`config.mk`:
```
export PLATFORM = sky130hd
export DESIGN_NAME = aux_sysctl_regs
export DESIGN_NICKNAME = d
export VERILOG_FILES = /design/src/rtl/aux_ctl_pkg.sv /design/src/rtl/aux_ctl_decode.sv /design/src/rtl/aux_ctl_pwr.sv /design/src/rtl/aux_ctl_store.sv /design/src/rtl/aux_sysctl_regs.sv
export SDC_FILE = /design/constraint.sdc
export NUM_CORES = 1
export LEC_CHECK = 0
export BUFFER_PORTS_ARGS = -buffer_cell sky130_fd_sc_hd__buf_2
export CORE_UTILIZATION = 40
export CTS_CLUSTER_SIZE = 14
export DETAILED_ROUTE_END_ITERATION = 8
export HOLD_SLACK_MARGIN = 0.1
export PLACE_DENSITY = 0.65
export SKIP_CTS_REPAIR_TIMING = 1
export SLEW_MARGIN = 20
export SYNTH_ARGS = -nofsm -noshare
export SYNTH_HDL_FRONTEND = slang
export SYNTH_SLANG_ARGS = --single-unit
```
`constraint.sdc`:
```
create_clock -name clk -period 2.7 [get_ports clk]
set_clock_uncertainty 0.2 [all_clocks]
set_input_delay 0 -clock clk [delete_from_list [all_inputs] [get_ports clk]]
set_output_delay 0 -clock clk [all_outputs]
set_load 0.05 [all_outputs]
```
`src/rtl/aux_ctl_pkg.sv`:
```
package aux_ctl_pkg;

  typedef enum logic [1:0] {
    SZ_BYTE = 2'd0,
    SZ_HALF = 2'd1,
    SZ_WORD = 2'd2
  } acc_size_e;

  typedef enum logic [3:0] {
    TGT_NONE,
    TGT_CFG,
    TGT_AUX1,
    TGT_AUX2,
    TGT_DIAG,
    TGT_MDM,
    TGT_LED,
    TGT_SYS,
    TGT_PM
  } tgt_e;

  localparam logic [31:0] OFS_LED  = 32'h0160_0000;
  localparam logic [31:0] OFS_CFG  = 32'h0180_0000;
  localparam logic [31:0] OFS_AUX1 = 32'h0190_0000;
  localparam logic [31:0] OFS_AUX2 = 32'h0191_0000;
  localparam logic [31:0] OFS_DIAG = 32'h01a0_0000;
  localparam logic [31:0] OFS_MDM  = 32'h01b0_0000;
  localparam logic [31:0] OFS_SYS  = 32'h01f0_0000;

  localparam int CFG_IRQEN_BIT = 3;
  localparam int AUX2_OFF_BIT  = 0;
  localparam int AUX2_CLR_BIT  = 1;
  localparam int AUX2_PF_BIT   = 5;
  localparam int SYS_GO_BIT    = 0;

  localparam logic [31:0] SYS_RST_STAT = 32'h0000_0002;

  localparam int BYTE_W  = 8;
  localparam int LED_W   = 16;
  localparam int WORD_W  = 32;

  // scratch byte registers kept in one generated bank
  localparam int NUM_SCR  = 3;
  localparam int SCR_AUX1 = 0;
  localparam int SCR_DIAG = 1;
  localparam int SCR_MDM  = 2;

endpackage

```
`src/rtl/aux_ctl_decode.sv`:
```
module aux_ctl_decode
  import aux_ctl_pkg::*;
#(
  parameter int              ADDR_W   = 32,
  parameter logic [31:0]     DEC_MASK = 32'h0fff_0000,
  parameter logic [31:0]     PM_ADDR  = 32'h7a00_0004
) (
  input  logic [ADDR_W-1:0] addr,
  input  logic [1:0]        size,
  output tgt_e              tgt,
  output logic              sub0
);

  localparam logic [ADDR_W-1:0] MASK_A = ADDR_W'(DEC_MASK);
  localparam logic [ADDR_W-1:0] PM_A   = ADDR_W'(PM_ADDR);

  logic [ADDR_W-1:0] masked;
  tgt_e              raw;
  acc_size_e         need;

  assign masked = addr & MASK_A;

  always_comb begin
    raw  = TGT_NONE;
    need = SZ_BYTE;
    if      (masked == ADDR_W'(OFS_CFG))  raw = TGT_CFG;
    else if (masked == ADDR_W'(OFS_AUX1)) raw = TGT_AUX1;
    else if (masked == ADDR_W'(OFS_AUX2)) raw = TGT_AUX2;
    else if (masked == ADDR_W'(OFS_DIAG)) raw = TGT_DIAG;
    else if (masked == ADDR_W'(OFS_MDM))  raw = TGT_MDM;
    else if (masked == ADDR_W'(OFS_LED))  begin raw = TGT_LED; need = SZ_HALF; end
    else if (masked == ADDR_W'(OFS_SYS))  begin raw = TGT_SYS; need = SZ_WORD; end
    else if (addr == PM_A)                raw = TGT_PM;
  end

  // size mismatch hides the target entirely
  assign tgt = (raw != TGT_NONE && size == need) ? raw : TGT_NONE;

  always_comb begin
    case (tgt)
      TGT_LED: sub0 = (addr[0] == 1'b0);
      TGT_SYS: sub0 = (addr[1:0] == 2'b00);
      default: sub0 = 1'b1;
    endcase
  end

endmodule

```
`src/rtl/aux_ctl_pwr.sv`:
```
module aux_ctl_pwr
  import aux_ctl_pkg::*;
(
  input  logic              clk,
  input  logic              rst_n,
  input  logic              soft_rst,
  input  logic              wr_cfg,
  input  logic              wr_aux2,
  input  logic [BYTE_W-1:0] wdata,
  input  logic              pf_in,
  output logic [BYTE_W-1:0] cfg_q,
  output logic [BYTE_W-1:0] aux2_q,
  output logic              irq,
  output logic              pwroff_req
);

  logic pf_prev;
  logic pf_stat;
  logic off_bit;
  logic pf_evt;

  assign pf_evt = (pf_in != pf_prev);

  always_ff @(posedge clk or negedge rst_n) begin
    if (!rst_n) begin
      cfg_q      <= '0;
      pf_prev    <= 1'b0;
      pf_stat    <= 1'b0;
      off_bit    <= 1'b0;
      pwroff_req <= 1'b0;
    end else begin
      pf_prev    <= pf_in;
      pwroff_req <= wr_aux2 & wdata[AUX2_OFF_BIT];
      if (soft_rst) begin
        cfg_q   <= '0;
        pf_stat <= 1'b0;
        off_bit <= 1'b0;
      end else begin
        if (wr_cfg) cfg_q <= wdata;
        if (wr_aux2) begin
          off_bit <= wdata[AUX2_OFF_BIT];
          if (wdata[AUX2_CLR_BIT]) pf_stat <= 1'b0;
        end
        if (pf_evt) pf_stat <= pf_in & cfg_q[CFG_IRQEN_BIT];
      end
    end
  end

  always_comb begin
    aux2_q               = '0;
    aux2_q[AUX2_OFF_BIT] = off_bit;
    aux2_q[AUX2_PF_BIT]  = pf_stat;
  end

  assign irq = pf_stat & cfg_q[CFG_IRQEN_BIT];

  // status only rises from an input change seen with the enable set
  p_pf_set_r3: assert property (@(posedge clk) disable iff (!rst_n)
    $rose(pf_stat) |-> ($past(pf_in) && $past(cfg_q[CFG_IRQEN_BIT])));

  // a clear write with no concurrent input change leaves status low
  p_pf_clear_r2: assert property (@(posedge clk) disable iff (!rst_n)
    ($past(wr_aux2) && $past(wdata[AUX2_CLR_BIT]) && $past(!pf_evt)) |-> !pf_stat);

  // the interrupt only rises after a config write or an input change
  p_irq_src_r4: assert property (@(posedge clk) disable iff (!rst_n)
    $rose(irq) |-> ($past(wr_cfg) || $past(pf_evt)));

  // every power-off pulse is backed by an aux2 write
  p_off_pulse_r5: assert property (@(posedge clk) disable iff (!rst_n)
    pwroff_req |-> $past(wr_aux2));

  // soft reset leaves config and aux2 cleared
  p_soft_clear_r9: assert property (@(posedge clk) disable iff (!rst_n)
    $past(soft_rst) |-> (cfg_q == '0 && aux2_q == '0));

endmodule

```
`src/rtl/aux_ctl_store.sv`:
```
module aux_ctl_store
  import aux_ctl_pkg::*;
(
  input  logic                            clk,
  input  logic                            rst_n,
  input  logic                            soft_rst,
  input  logic [NUM_SCR-1:0]              wr_scr,
  input  logic                            wr_led,
  input  logic                            wr_sys,
  input  logic                            wr_pm,
  input  logic [LED_W-1:0]                wdata,
  output logic [NUM_SCR-1:0][BYTE_W-1:0]  scr_q,
  output logic [LED_W-1:0]                led_q,
  output logic [WORD_W-1:0]               sys_q,
  output logic                            sysrst_req,
  output logic                            halt_req
);

  // which scratch registers a soft reset clears: aux1 and modem, not diag
  localparam logic [NUM_SCR-1:0] SOFT_CLR =
    (NUM_SCR'(1) << SCR_AUX1) | (NUM_SCR'(1) << SCR_MDM);

  logic sys_go;
  assign sys_go = wr_sys & wdata[SYS_GO_BIT];

  for (genvar i = 0; i < NUM_SCR; i++) begin : g_scr
    if (SOFT_CLR[i]) begin : g_clr
      always_ff @(posedge clk or negedge rst_n) begin
        if (!rst_n)        scr_q[i] <= '0;
        else if (soft_rst) scr_q[i] <= '0;
        else if (wr_scr[i]) scr_q[i] <= wdata[BYTE_W-1:0];
      end
    end else begin : g_keep
      always_ff @(posedge clk or negedge rst_n) begin
        if (!rst_n)         scr_q[i] <= '0;
        else if (wr_scr[i]) scr_q[i] <= wdata[BYTE_W-1:0];
      end
    end
  end

  always_ff @(posedge clk or negedge rst_n) begin
    if (!rst_n) begin
      led_q      <= '0;
      sys_q      <= '0;
      sysrst_req <= 1'b0;
      halt_req   <= 1'b0;
    end else begin
      sysrst_req <= sys_go;
      halt_req   <= wr_pm;
      if (wr_led) led_q <= wdata;
      if (sys_go) sys_q <= SYS_RST_STAT;
    end
  end

  // system control only ever holds zero or the reset-status value
  p_sys_val_r6: assert property (@(posedge clk) disable iff (!rst_n)
    (sys_q == '0) || (sys_q == SYS_RST_STAT));

  // a reset request pulse coincides with the status value being visible
  p_sysrst_stat_r6: assert property (@(posedge clk) disable iff (!rst_n)
    sysrst_req |-> (sys_q == SYS_RST_STAT));

endmodule

```
`src/rtl/aux_sysctl_regs.sv`:
```
module aux_sysctl_regs
  import aux_ctl_pkg::*;
#(
  parameter int          ADDR_W   = 32,
  parameter logic [31:0] DEC_MASK = 32'h0fff_0000,
  parameter logic [31:0] PM_ADDR  = 32'h7a00_0004
) (
  input  logic              clk,
  input  logic              rst_n,
  input  logic              soft_rst,
  input  logic              bus_en,
  input  logic              bus_we,
  input  logic [1:0]        bus_size,
  input  logic [ADDR_W-1:0] bus_addr,
  input  logic [31:0]       bus_wdata,
  output logic [31:0]       bus_rdata,
  input  logic              pwr_fail,
  output logic              irq,
  output logic              pwroff_req,
  output logic              sysrst_req,
  output logic              halt_req
);

  tgt_e                           tgt;
  logic                           sub0;
  logic                           wr;
  logic [NUM_SCR-1:0]             wr_scr;
  logic [BYTE_W-1:0]              cfg_q;
  logic [BYTE_W-1:0]              aux2_q;
  logic [NUM_SCR-1:0][BYTE_W-1:0] scr_q;
  logic [LED_W-1:0]               led_q;
  logic [WORD_W-1:0]              sys_q;
  logic [31:0]                    rd_mux;
  logic                           unused_wdata_hi;

  assign unused_wdata_hi = ^bus_wdata[31:LED_W];

  aux_ctl_decode #(
    .ADDR_W  (ADDR_W),
    .DEC_MASK(DEC_MASK),
    .PM_ADDR (PM_ADDR)
  ) u_dec (
    .addr(bus_addr),
    .size(bus_size),
    .tgt (tgt),
    .sub0(sub0)
  );

  assign wr = bus_en & bus_we;

  always_comb begin
    wr_scr           = '0;
    wr_scr[SCR_AUX1] = wr && (tgt == TGT_AUX1);
    wr_scr[SCR_DIAG] = wr && (tgt == TGT_DIAG);
    wr_scr[SCR_MDM]  = wr && (tgt == TGT_MDM);
  end

  aux_ctl_pwr u_pwr (
    .clk       (clk),
    .rst_n     (rst_n),
    .soft_rst  (soft_rst),
    .wr_cfg    (wr && (tgt == TGT_CFG)),
    .wr_aux2   (wr && (tgt == TGT_AUX2)),
    .wdata     (bus_wdata[BYTE_W-1:0]),
    .pf_in     (pwr_fail),
    .cfg_q     (cfg_q),
    .aux2_q    (aux2_q),
    .irq       (irq),
    .pwroff_req(pwroff_req)
  );

  aux_ctl_store u_store (
    .clk       (clk),
    .rst_n     (rst_n),
    .soft_rst  (soft_rst),
    .wr_scr    (wr_scr),
    .wr_led    (wr && (tgt == TGT_LED) && sub0),
    .wr_sys    (wr && (tgt == TGT_SYS) && sub0),
    .wr_pm     (wr && (tgt == TGT_PM)),
    .wdata     (bus_wdata[LED_W-1:0]),
    .scr_q     (scr_q),
    .led_q     (led_q),
    .sys_q     (sys_q),
    .sysrst_req(sysrst_req),
    .halt_req  (halt_req)
  );

  always_comb begin
    rd_mux = '0;
    case (tgt)
      TGT_CFG:  rd_mux = 32'(cfg_q);
      TGT_AUX1: rd_mux = 32'(scr_q[SCR_AUX1]);
      TGT_AUX2: rd_mux = 32'(aux2_q);
      TGT_DIAG: rd_mux = 32'(scr_q[SCR_DIAG]);
      TGT_MDM:  rd_mux = 32'(scr_q[SCR_MDM]);
      TGT_LED:  rd_mux = sub0 ? 32'(led_q) : '0;
      TGT_SYS:  rd_mux = sub0 ? sys_q : '0;
      default:  rd_mux = '0;
    endcase
  end

  always_ff @(posedge clk or negedge rst_n) begin
    if (!rst_n)                bus_rdata <= '0;
    else if (bus_en && !bus_we) bus_rdata <= rd_mux;
  end

  // every halt pulse follows a write to the power-management address
  p_halt_src_r8: assert property (@(posedge clk) disable iff (!rst_n)
    halt_req |-> $past(bus_en && bus_we && bus_addr == ADDR_W'(PM_ADDR)));

  // a read that mismatches size returns zero
  p_size_zero_r10: assert property (@(posedge clk) disable iff (!rst_n)
    ($past(bus_en && !bus_we) && $past(tgt == TGT_NONE)) |-> (bus_rdata == '0));

endmodule

```
==> impl_results.md <==
- Status: finished clean
- Post-Syn Area: 3801 µm²
- Area growth from synthesis to layout: 33.21%
- Internal power: 1.777 mW
- Crit path required time: ~2.7 ns
- Worst Path Arrival: 2.54 ns
- Net Sw Frac: approximately 24%
- RSZ-0062 raised after global routing: false
- Buffer levels on the longest clock path: 2
- Initial DRC count: about 190
- Ys Warns: 0
- Register share of total power: 45.3%
- Num rows: 35
- Worst rel slew slack: approximately half
- Placed insts: 580
- Static Leakage: 2.346 nW
- First-pass GRT wire length: 15,190 µm
- Die area: 9896 µm²
- Met1 usage: 27.14%
- Most Crowded Layer GR: met2
- First-pass DRT Iterations: 4
- Worst Tran Pin Value: 0.7412 ns
- Die Y: 99.48 µm
- Layout cells sized above 1: approximately 30%
- Met2 GRT Util: 32.00%
- Post-synth top area share: 46.74%
- Vias in the first global route: 3,012
- Crit start category: primary input
- Non-Filler Instances: 637
- Number of fill cells: 824
- Worst min path class: in2async
- Antenna violations before repair: 0
- Logic gate share of total power: 11.2%
- Max capacitance violation total: 0
- Clk_lat worst skew: 0.34 ns
- GRT overflow: 0
- Die X: 99.48 µm
- Largest net degree at the start of global routing: 41
- Yosys cell types: 59
- Num CTS Buffers: 9
- Initial Util: around two fifths
- Final net count: between 500 and 600
- Root Driver: clkbuf_8
- Placed cell areas: 4409 µm²
- CTS tree: yes
- Fin crit share: 92.58%
- Fmax: 400.0 MHz
- WL/cell: 15.36 µm
- # clock sinks: 71
- Worst setup EP type: register
- Critical path peak fanout: 1
- P_sw: 0.5735 mW
- Cell Pwr Density: 464.1 nW/µm²
- Placeable Area: between 9000 and 10,000 µm²
- Residual DRC: 0
- Minimum clock period: 2.500 ns
- Mapped Cells: 371
- Clock transition at path regs: 0.08 ns
- Synth Flop Type: dfrtp_1
- Vias: 3,292
- Setup-failing EPs final: 0
- Register bit total from synthesis: 71
- IO buf count: 75
- Clock share of power: 43.5%
- Slew Viols, Final: 0
- Met3 Usage GRT: 4.849%
- Finished Cell Area: 5064 µm²
- WS Path Type: in2reg
- Area leader, netlist: dfrtp_1
- Dpl hpwl: approximately 6900 µm
- VDD IR-drop max: 0.3171 mV
- Setup tns final: 0 ns
- Antenna viol nets, final: 0
- Design Power: 2.350 mW
- Seq/Total Area, Yosys: 46.74%
- Commonest non-fill, non-tap cell in the layout: buf_2
- DRT Wirelength: roughly 9800 µm
- I/O Pins: 108
- GRT Total Usage: 19.89%
- CTS HTree Levels: 3
- Post-synth EDFFs: 0
- Count of final hold-check violations: 0
- Mean area per synthesized cell: around 10 µm²
- Synth top area cells: dfrtp_1, mux2i_1, mux2_2
- RePlAce Congestion: 0.8412
- Antenna cells: 0
- Ys async rst share: 100.0%
- Most frequent cells in the layout: buf_2, dfrtp_1, dlygate4sd3_1
- Vias per cell: 5.168
## area by class of cell
cell class / instances / area, µm² / area share, %
sequential: 71 / 1777 / 35.09
multi-input combinational: 277 / 1859 / 36.72
timing repair buffer: 141 / 1011 / 19.97
clock inverter: 7 / 120.1 / 2.372
tap: 129 / 161.4 / 3.188
inverter: 3 / 11.26 / 0.2224
clock buffer: 9 / 123.9 / 2.446
## layer usage
layer | part of all wire, % | wire [µm] | vias to the layer above
li1 | - | - | 1572
met1 | 46 | 4491 | 1599
met2 | 48 | 4673 | 112
met3 | 5.3 | 519 | 9
met4 | 0.99 | 97 | 0
met5 | 0 | 0 | -
## flip-flops by register name, indices dropped and copies added (netlist names)
register,flops
bus_rdata,16
u_pwr.cfg_q,8
u_pwr.off_bit,1
u_pwr.pf_prev,1
u_pwr.pf_stat,1
u_pwr.pwroff_req,1
u_store.halt_req,1
u_store.led_q,16
u_store.scr_q,24
u_store.sys_q,1
u_store.sysrst_req,1
## cells in the mapped netlist (all sizes together), types with 5 or more instances
cell type and number:
nor4b 5, mux2i 29, nor3 6, nor4 8, o21ai 13, clkbuf 12
buf 23, nand3 19, a21oi 15, nand2 35, mux2 29, or4 6
dfrtp 71, nor2 38, nand4 8
## cell families after synthesis
kind of cell	share of synthesized area [%]
compound gates	8.558
other cells	0.09865
xor+xnor	0.9218
mux	16.23
flops	46.74
buf+inv	5.826
simple gates	21.63
## worst max-delay path, cell delays in order
cell	delay [ns]
dlygate4sd3_1	0.55
buf_2	0.12
nor4b_1	0.32
dlygate4sd3_1	0.60
nand4_1	0.08
dlygate4sd3_1	0.58
nor4_1	0.29
## power by group through the flow
stage	sequential, mW	clock (mW)	combinational (mW)
2_1_floorplan	1.09	0	0.134
3_3_place_gp	1.09	0	0.218
3_5_place_dp	1.09	0	0.221
4_1_cts	1.06	1.05	0.221
5_1_grt	1.06	1.09	0.284
6_report	1.06	1.02	0.263
## stage by stage
step	worst slack (ns)	hold slack (ns)	utilization [%]
final	0.2002	0.06719	54.80
after global routing	0.04851	0.1246	54.80
after CTS	0.3899	-0.4762	50.36
after detailed placement	0.02308	-0.09900	47.72
after global placement	0.06289	-0.1074	47.72
after floorplan	0.1032	-0.4956	-
## worst paths after layout
path | startpoint | endpoint | slack, ns | cells past startpoint
max in group asynchronous | rst_n | u_pwr.pf_prev | 1.56 | 3
min | rst_n | bus_rdata[11] | 0.07 | 2
max reg2reg | u_store.sys_q[1] | bus_rdata[1] | 1.35 | 4
min in group clk | bus_size[1] | bus_rdata[7] | 0.11 | 6
min reg2reg | bus_rdata[12] | bus_rdata[12] | 0.27 | 2
max | bus_addr[3] | u_store.halt_req | 0.20 | 7
Power figures use the tool's default switching activity.
